`config.mk`:
```
export PLATFORM = sky130hd
export DESIGN_NAME = intr_router
export DESIGN_NICKNAME = d
export VERILOG_FILES = /design/src/rtl/intr_pkg.sv /design/src/rtl/intr_regs.sv /design/src/rtl/intr_src.sv /design/src/rtl/intr_route.sv /design/src/rtl/intr_router.sv
export SDC_FILE = /design/constraint.sdc
export NUM_CORES = 1
export LEC_CHECK = 0
export BUFFER_PORTS_ARGS = -buffer_cell sky130_fd_sc_hd__buf_4
export CORE_MARGIN = 2
export CORE_UTILIZATION = 40
export DETAILED_ROUTE_END_ITERATION = 10
export PLACE_DENSITY = 0.68
export RECOVER_POWER = 50
export SETUP_SLACK_MARGIN = 0.4
export SKIP_CTS_REPAIR_TIMING = 1
export SLEW_MARGIN = 25
export SYNTH_ARGS = -nofsm -noshare
export SYNTH_HDL_FRONTEND = slang
export SYNTH_HIERARCHICAL = 1
export SYNTH_SLANG_ARGS = --single-unit
```
`constraint.sdc`:
```
create_clock -name clk -period 2.35 [get_ports clk]
set_input_delay 0.3525 -clock clk [delete_from_list [all_inputs] [get_ports clk]]
set_output_delay 0.3525 -clock clk [all_outputs]
set_load 0.005 [all_outputs]
```
`src/rtl/intr_pkg.sv`:
```
package intr_pkg;
  localparam logic [7:0] OFF_STATUS = 8'h00;
  localparam logic [7:0] OFF_RAW    = 8'h04;
  localparam logic [7:0] OFF_ENSET  = 8'h08;
  localparam logic [7:0] OFF_ENCLR  = 8'h0C;
  localparam logic [7:0] OFF_ENRD   = 8'h10;
  localparam logic [7:0] OFF_ROUTE  = 8'h14;
  localparam logic [7:0] OFF_POL    = 8'h18;
  localparam logic [7:0] OFF_INSEL  = 8'h1C;
  localparam logic [7:0] OFF_TEST   = 8'h20;

  typedef enum logic [3:0] {
    SEL_STATUS, SEL_RAW, SEL_ENSET, SEL_ENCLR, SEL_ENRD,
    SEL_ROUTE, SEL_POL, SEL_INSEL, SEL_TEST, SEL_NONE
  } reg_sel_e;
endpackage

```
`src/rtl/intr_regs.sv`:
```
module intr_regs
  import intr_pkg::*;
#(
  parameter int          NSRC   = 10,
  parameter int          ADDR_W = 8,
  parameter logic [NSRC-1:0] INV_OK = 10'h140
) (
  input  logic              clk,
  input  logic              rst_n,
  input  logic              wr,
  input  logic [ADDR_W-1:0] addr,
  input  logic [NSRC-1:0]   wdat,
  output reg_sel_e          sel,
  output logic [NSRC-1:0]   en_q,
  output logic [NSRC-1:0]   route_q,
  output logic [NSRC-1:0]   pol_q,
  output logic              insel_q,
  output logic [NSRC-1:0]   test_q
);
  logic [NSRC-1:0] en_d, route_d, pol_d, test_d;
  logic            insel_d;

  always_comb begin
    unique case (addr)
      ADDR_W'(OFF_STATUS): sel = SEL_STATUS;
      ADDR_W'(OFF_RAW):    sel = SEL_RAW;
      ADDR_W'(OFF_ENSET):  sel = SEL_ENSET;
      ADDR_W'(OFF_ENCLR):  sel = SEL_ENCLR;
      ADDR_W'(OFF_ENRD):   sel = SEL_ENRD;
      ADDR_W'(OFF_ROUTE):  sel = SEL_ROUTE;
      ADDR_W'(OFF_POL):    sel = SEL_POL;
      ADDR_W'(OFF_INSEL):  sel = SEL_INSEL;
      ADDR_W'(OFF_TEST):   sel = SEL_TEST;
      default:             sel = SEL_NONE;
    endcase
  end

  always_comb begin
    en_d    = en_q;
    route_d = route_q;
    pol_d   = pol_q;
    insel_d = insel_q;
    test_d  = test_q;
    if (wr) begin
      case (sel)
        SEL_ENSET: en_d    = en_q | wdat;
        SEL_ENCLR: en_d    = en_q & ~wdat;
        SEL_ROUTE: route_d = wdat;
        SEL_POL:   pol_d   = wdat & INV_OK;
        SEL_INSEL: insel_d = wdat[0];
        SEL_TEST:  test_d  = wdat;
        default: ;
      endcase
    end
  end

  always_ff @(posedge clk or negedge rst_n) begin
    if (!rst_n) begin
      en_q    <= '0;
      route_q <= '0;
      pol_q   <= '0;
      insel_q <= 1'b0;
      test_q  <= '0;
    end else if (wr) begin
      en_q    <= en_d;
      route_q <= route_d;
      pol_q   <= pol_d;
      insel_q <= insel_d;
      test_q  <= test_d;
    end
  end


  enset_bits_chk: assert property (@(posedge clk) disable iff (!rst_n)
    (wr && sel == SEL_ENSET) |=> ((en_q & $past(wdat)) == $past(wdat)));


  enclr_bits_chk: assert property (@(posedge clk) disable iff (!rst_n)
    (wr && sel == SEL_ENCLR) |=> ((en_q & $past(wdat)) == '0));


  pol_mask_chk: assert property (@(posedge clk) disable iff (!rst_n)
    ((pol_q & ~INV_OK) == '0));


  ro_write_chk: assert property (@(posedge clk) disable iff (!rst_n)
    (wr && (sel == SEL_STATUS || sel == SEL_RAW || sel == SEL_ENRD || sel == SEL_NONE))
    |=> ($stable(en_q) && $stable(route_q) && $stable(pol_q) &&
         $stable(insel_q) && $stable(test_q)));
endmodule

```
`src/rtl/intr_src.sv`:
```
module intr_src #(
  parameter int NSRC = 10
) (
  input  logic [NSRC-1:0] pins,
  input  logic [NSRC-1:0] test,
  input  logic            insel,
  input  logic [NSRC-1:0] pol,
  output logic [NSRC-1:0] raw,
  output logic [NSRC-1:0] active
);
  always_comb begin
    raw    = insel ? test : pins;
    active = raw ^ pol;
  end
endmodule

```
`src/rtl/intr_route.sv`:
```
module intr_route #(
  parameter int NSRC = 10
) (
  input  logic            clk,
  input  logic            rst_n,
  input  logic [NSRC-1:0] pend,
  input  logic [NSRC-1:0] route,
  output logic            irq_q,
  output logic            fiq_q
);
  logic irq_d, fiq_d;

  always_comb begin
    irq_d = |(pend & ~route);
    fiq_d = |(pend & route);
  end

  always_ff @(posedge clk or negedge rst_n) begin
    if (!rst_n) begin
      irq_q <= 1'b0;
      fiq_q <= 1'b0;
    end else begin
      irq_q <= irq_d;
      fiq_q <= fiq_d;
    end
  end
endmodule

```
`src/rtl/intr_router.sv`:
```
module intr_router
  import intr_pkg::*;
#(
  parameter int NSRC   = 10,
  parameter int ADDR_W = 8,
  parameter int DATA_W = 32,
  parameter logic [NSRC-1:0] INV_OK = 10'h140
) (
  input  logic              clk,
  input  logic              rst_n,
  input  logic [NSRC-1:0]   src_i,
  input  logic              bus_wr,
  input  logic [ADDR_W-1:0] bus_addr,
  input  logic [DATA_W-1:0] bus_wdata,
  output logic [DATA_W-1:0] bus_rdata,
  output logic              irq_o,
  output logic              fiq_o
);
  localparam int PAD = DATA_W - NSRC;

  reg_sel_e        sel;
  logic [NSRC-1:0] en_q, route_q, pol_q, test_q, raw, active, pend;
  logic            insel_q;
  logic            unused_wdata;

  assign unused_wdata = ^bus_wdata[DATA_W-1:NSRC];

  intr_regs #(.NSRC(NSRC), .ADDR_W(ADDR_W), .INV_OK(INV_OK)) u_regs (
    .clk(clk), .rst_n(rst_n), .wr(bus_wr), .addr(bus_addr),
    .wdat(bus_wdata[NSRC-1:0]), .sel(sel), .en_q(en_q), .route_q(route_q),
    .pol_q(pol_q), .insel_q(insel_q), .test_q(test_q)
  );

  intr_src #(.NSRC(NSRC)) u_src (
    .pins(src_i), .test(test_q), .insel(insel_q), .pol(pol_q),
    .raw(raw), .active(active)
  );

  assign pend = active & en_q;

  intr_route #(.NSRC(NSRC)) u_route (
    .clk(clk), .rst_n(rst_n), .pend(pend), .route(route_q),
    .irq_q(irq_o), .fiq_q(fiq_o)
  );

  always_comb begin
    case (sel)
      SEL_STATUS: bus_rdata = {{PAD{1'b0}}, pend};
      SEL_RAW:    bus_rdata = {{PAD{1'b0}}, raw};
      SEL_ENRD:   bus_rdata = {{PAD{1'b0}}, en_q};
      SEL_ROUTE:  bus_rdata = {{PAD{1'b0}}, route_q};
      SEL_POL:    bus_rdata = {{PAD{1'b0}}, pol_q};
      SEL_INSEL:  bus_rdata = {{(DATA_W-1){1'b0}}, insel_q};
      SEL_TEST:   bus_rdata = {{PAD{1'b0}}, test_q};
      default:    bus_rdata = '0;
    endcase
  end


  idle_quiet_chk: assert property (@(posedge clk) disable iff (!rst_n)
    (en_q == '0) |=> (!irq_o && !fiq_o));


  fast_route_chk: assert property (@(posedge clk) disable iff (!rst_n)
    ((pend & route_q) == '0) |=> !fiq_o);


  norm_route_chk: assert property (@(posedge clk) disable iff (!rst_n)
    ((pend & ~route_q) == '0) |=> !irq_o);


  level_follow_chk: assert property (@(posedge clk) disable iff (!rst_n)
    ((active & en_q) != '0) |-> (bus_addr != ADDR_W'(OFF_STATUS) || bus_rdata != '0));
endmodule

```
* After elaboration in Yosys (flattened, before gate mapping)
Cells that the tools add are included.
Widths: inputs -> output; s select.
** Word-level totals
- Input port bits :: 53
- Output and inout bits :: 34
- Register bits after elaboration :: 35
** Operators by class
- Muxes and demuxes :: 4
- Reduce and logical (&&, ||, !) cells :: 10
- Bitwise operators :: 8
- Eq/ne operators :: 16
** Operators with widths (count)
- $pmux 10 s7 :: 1
- $and 10x10->10 :: 4
- $pmux 4 s9 :: 1
- $eq 8x5->1 const B :: 4
- $not 10->10 :: 2
- $pmux 10 s2 :: 1
- $reduce_or 10->1 :: 2
- $eq 4x3->1 const B :: 4
- $eq 8x4->1 const B :: 2
- $mux 10 :: 1
- $or 10x10->10 :: 1
- $reduce_and 2->1 :: 5
- $xor 10x9->10 :: 1
- $eq 4x2->1 const B :: 2
- $eq 8x3->1 const B :: 1
- $eq 8x6->1 const B :: 1
- $logic_not 8->1 :: 1
- $eq 4x1->1 const B :: 1
- $eq 4x4->1 const B :: 1
- $logic_not 4->1 :: 1
- $reduce_bool 2->1 :: 1

* Depth between registers and ports, before layout
- Depth in word-level cells :: 5
- Gate-level depth with buffers :: 9
- Depth with buffers taken out :: 6

* By module
The synthesis kept the hierarchy.
** By module, submodules not included
- intr_regs :: area each 1481.4 µm², cells an instance 117, instances 1, sequential area each 825.8 µm²
- intr_router :: area each 853.3 µm², cells an instance 114, instances 1, sequential area each 0.0 µm²
- intr_src :: area each 249.0 µm², cells an instance 21, instances 1, sequential area each 0.0 µm²
- intr_route :: area each 176.4 µm², cells an instance 23, instances 1, sequential area each 50.0 µm²

* Least setup slack after synthesis
No wires, ideal clock.
- Path type :: input-to-output
- From :: input bus_addr[1]
- To :: output bus_rdata[1]
- Data arrival time :: 2020 ps
- Stages :: 8
- Path slack :: -23 ps
- Cell sequence :: or4_1 clkbuf_2 nor2_1 nand2_1 buf_6 nor4_4 a22oi_1 o211ai_1
** Between the ends
- Cells in the longest elaborated chain, start to end :: 4
- Elaborated cells on any way between the ends :: 18
** RTL lines
- start, declared :: RTL line intr_router.sv:13 : input logic [ADDR_W-1:0] bus_addr,
- $eq 8x6->1, or another cell as far along :: RTL line intr_regs.sv:24 : unique case (addr)
- $pmux 4 s9 * :: RTL line intr_regs.sv:24
- named net sel[0] :: RTL line intr_router.sv:21 : reg_sel_e sel;
- $eq 4x4->1, or another cell as far along :: RTL line intr_router.sv:47 : case (sel)
- $pmux 10 s7 * :: RTL line intr_router.sv:47
- end, declared :: RTL line intr_router.sv:15 : output logic [DATA_W-1:0] bus_rdata,
Mark *: on every way through the listed nets, which the timed path passes. The rest lies on a longest branch.

* Final worst setup path
- From :: input bus_addr[6]
- To :: output bus_rdata[5]
The elaborated chain is that of the path after synthesis.

==> flow_metrics.py <==
metrics = {
    "cells_and_area": {
        "final_cell_mix": "buf_4 (65), dfrtp_1 (35), conb_1 (30)",
        "mostFrequentLayoutCell": "buf_4",
        "synthToLayoutAreaGrowth_pct": 34.68,
        "num-nets-final": 407,
        "fin_area_sq_um": 3717,
        "fin_cells": 434,
        "drive_gt1_frac": 0.4859,
        "diodes": 0,
    },
    "route": {
        "drt_iter0_drc": 132,
        "vias": 2272,
        "wire_per_inst_microns": 16.90,
        "drt_first_pass_iters": 4,
        "routed_wl_microns": 7334,
        "antenna_left": 0,
        "drc_errors": 0,
        "via_per_inst": 5.235,
    },
    "global_routing": {
        "grt_max_degree": 36,
        "grt_overflow": 0,
        "grt_pass1_vias": 2292,
        "grt_first_pass_wirelength_microns": 11560,
        "antenna_found_initial": 0,
        "gr-usage-all-layers": 0.1990,
    },
    "critical_path": {
        "end_kind": "primary output",
        "cp-endpoint": "bus_rdata[5]",
        "criticalPathCategory": "in2out",
        "crit_required_ps": 2000,
        "cp.arrival_ps": 2150,
        "r2r-start": "u_regs/insel_q$_DFFE_PN0P_",
        "cp_max_fo": 6,
        "ff2ff_setup_slack_ps": 380,
        "rr_worst_depth": 7,
        "critPathLaunchType": "input port",
        "startpoint": "bus_addr[6]",
        "rr_endpoint": "u_route/irq_q$_DFF_PN0_",
    },
    "clock_tree": {
        "root_buffer": "clkbuf_8",
        "insertion_delay_ps": 290,
        "htree_levels": 2,
        "cts_made_buffers": 5,
        "clk_pin_slew_ps": 70,
        "cts_sinks": 35,
        "cts_buffer_depth": 2,
        "tritoncts": "built",
    },
    "synthesis": {
        "ys.warnings.count": 6,
        "ys.flop_type": "dfrtp_1",
        "postSynthCellCount": 275,
        "async_flop_share": 1.000,
        "synth_area_per_cell_sq_um": 10.04,
        "synth-seq-cells": 35,
        "synth.distinct_cells": 46,
        "ys_seq_area_frac": 0.3173,
        "synth_edf_count": 0,
        "netlist_area_sq_um": 2760,
    },
    "die": {
        "fp.dieArea_sq_um": 7581,
        "ioPinCount": 87,
        "initial_core_util": 0.4108,
        "die_w_microns": 87.07,
        "fp.dieH_microns": 87.07,
        "core.rowCount": 30,
        "core_sq_um": 6719,
    },
    "placed_design": {
        "dp.cells": 422,
        "placed_cell_area_sq_um": 3374,
        "post-dp-hpwl_microns": 5275,
        "dp_worst_setup_slack_ps": -246.4,
        "gp_congestion": 0.8757,
        "io_buffers": 42,
    },
    "timing": {
        "rsz0062_at_grt": "yes",
        "setup_ws_ps": -151.0,
        "finalMaxSlewViolations": 36,
        "fmaxAchievable_mhz": 399.8,
        "clock_skew_ps": 8.379,
        "max_slew_margin": -0.2795,
        "fin_crit_ps": 2501,
        "whs_ps": 306.6,
        "tightest_slew_ps": 1919,
        "final-setup-viol-count": 10,
        "post-route-period-util": 1.064,
        "hold_viol": 0,
    },
    "pwr": {
        "total_power_mw": 1.426,
        "vdd_drop_max_uv": 358.6,
        "power_density_nw_per_um2": 383.7,
        "p_leak_nw": 1.806,
    },
    "job": {
        "drv_cap": 1,
    },
    "min_path": {
        "hold_path_class": "in2reg",
    },
    "outcome": {
        "violations": "max-capacitance violations, max-slew violations, negative setup slack",
        "outcome": "complete, but fails checks",
    },
}
[where the power goes]
group | internal (mW) | leakage, nW | switching (mW)
combinational | 0.166 | 1.33 | 0.150
sequential | 0.633 | 0.429 | 0.0287
clock | 0.230 | 0.0470 | 0.218
total | 1.03 | 1.81 | 0.397
[area by class of cell]
| class | count | area, sq um |
|---|---|---|
| fill | 575 | 3002 |
| multi-input combinational | 205 | 1829 |
| sequential | 35 | 875.8 |
| timing repair buffer | 88 | 753.2 |
| tap | 80 | 100.1 |
| clock buffer | 6 | 82.58 |
| inverter | 19 | 71.32 |
| clock inverter | 1 | 5.005 |
[cells by family (layout without fill, tap and decap cells)]
group                  after synthesis  in the layout  share of synthesized area
AO/OA/AOI/OAI                       37             37                     0.1047
flip-flops                          35             35                     0.3173
buffers and inverters               63            114                     0.1419
multiplexers                        50             50                     0.2103
other                                2             30                   0.002721
XOR/XNOR                            10             10                    0.03173
AND/OR/NAND/NOR                     78             78                     0.1913
[Yosys cell counts (5+ instances only)]
cell / instances / area (sq um)
a22oi_1: 13 / 97.59
a32oi_1: 5 / 43.79
and2_1: 10 / 62.56
buf_4: 32 / 240.2
dfrtp_1: 35 / 875.8
inv_1: 18 / 67.56
mux2_2: 24 / 270.3
mux2_4: 10 / 150.1
mux2i_1: 16 / 160.2
nand2_1: 6 / 22.52
nand2b_1: 6 / 37.54
nand3_1: 15 / 75.07
nand3b_1: 6 / 45.04
or3_1: 6 / 37.54
xor2_1: 10 / 87.58
[worst max-delay path, cell delays in order]
cell	delay (ps)
buf_6	90
or4_4	560
nor2_4	140
nand2_4	100
buf_6	160
buf_6	120
or3_1	360
o211ai_1	110
buf_4	150
[routing by layer]
layer  global-route usage  vias to the layer above  part of all wire
li1                     -                     1093                 -
met1               0.2694                     1094              0.45
met2               0.3116                       73              0.48
met3              0.05118                       12             0.053
met4              0.06250                        0             0.017
met5                    0                        -                 0
[per-stage QoR]
step | TNS, ps | util
2_1_floorplan | 0 | -
3_3_place_gp | -1582 | 0.5022
3_5_place_dp | -1754 | 0.5022
4_1_cts | -1818 | 0.5153
5_1_grt | -1654 | 0.5533
6_report | -969.6 | 0.5533
[how the worst min path moves through the flow]
stage / startpoint / endpoint / cells after the start
finish: bus_wdata[5] / u_regs/route_q[5]$_DFFE_PN0P_ / 2
global route: bus_wdata[5] / u_regs/route_q[5]$_DFFE_PN0P_ / 2
CTS: rst_n / u_regs/test_q[3]$_DFFE_PN0P_ / 1
detailed placement: rst_n / u_regs/test_q[3]$_DFFE_PN0P_ / 1
global placement: rst_n / u_regs/test_q[3]$_DFFE_PN0P_ / 1
floorplan: rst_n / asynchronous set/reset pin / 0
(Power assumes the default switching activity.)
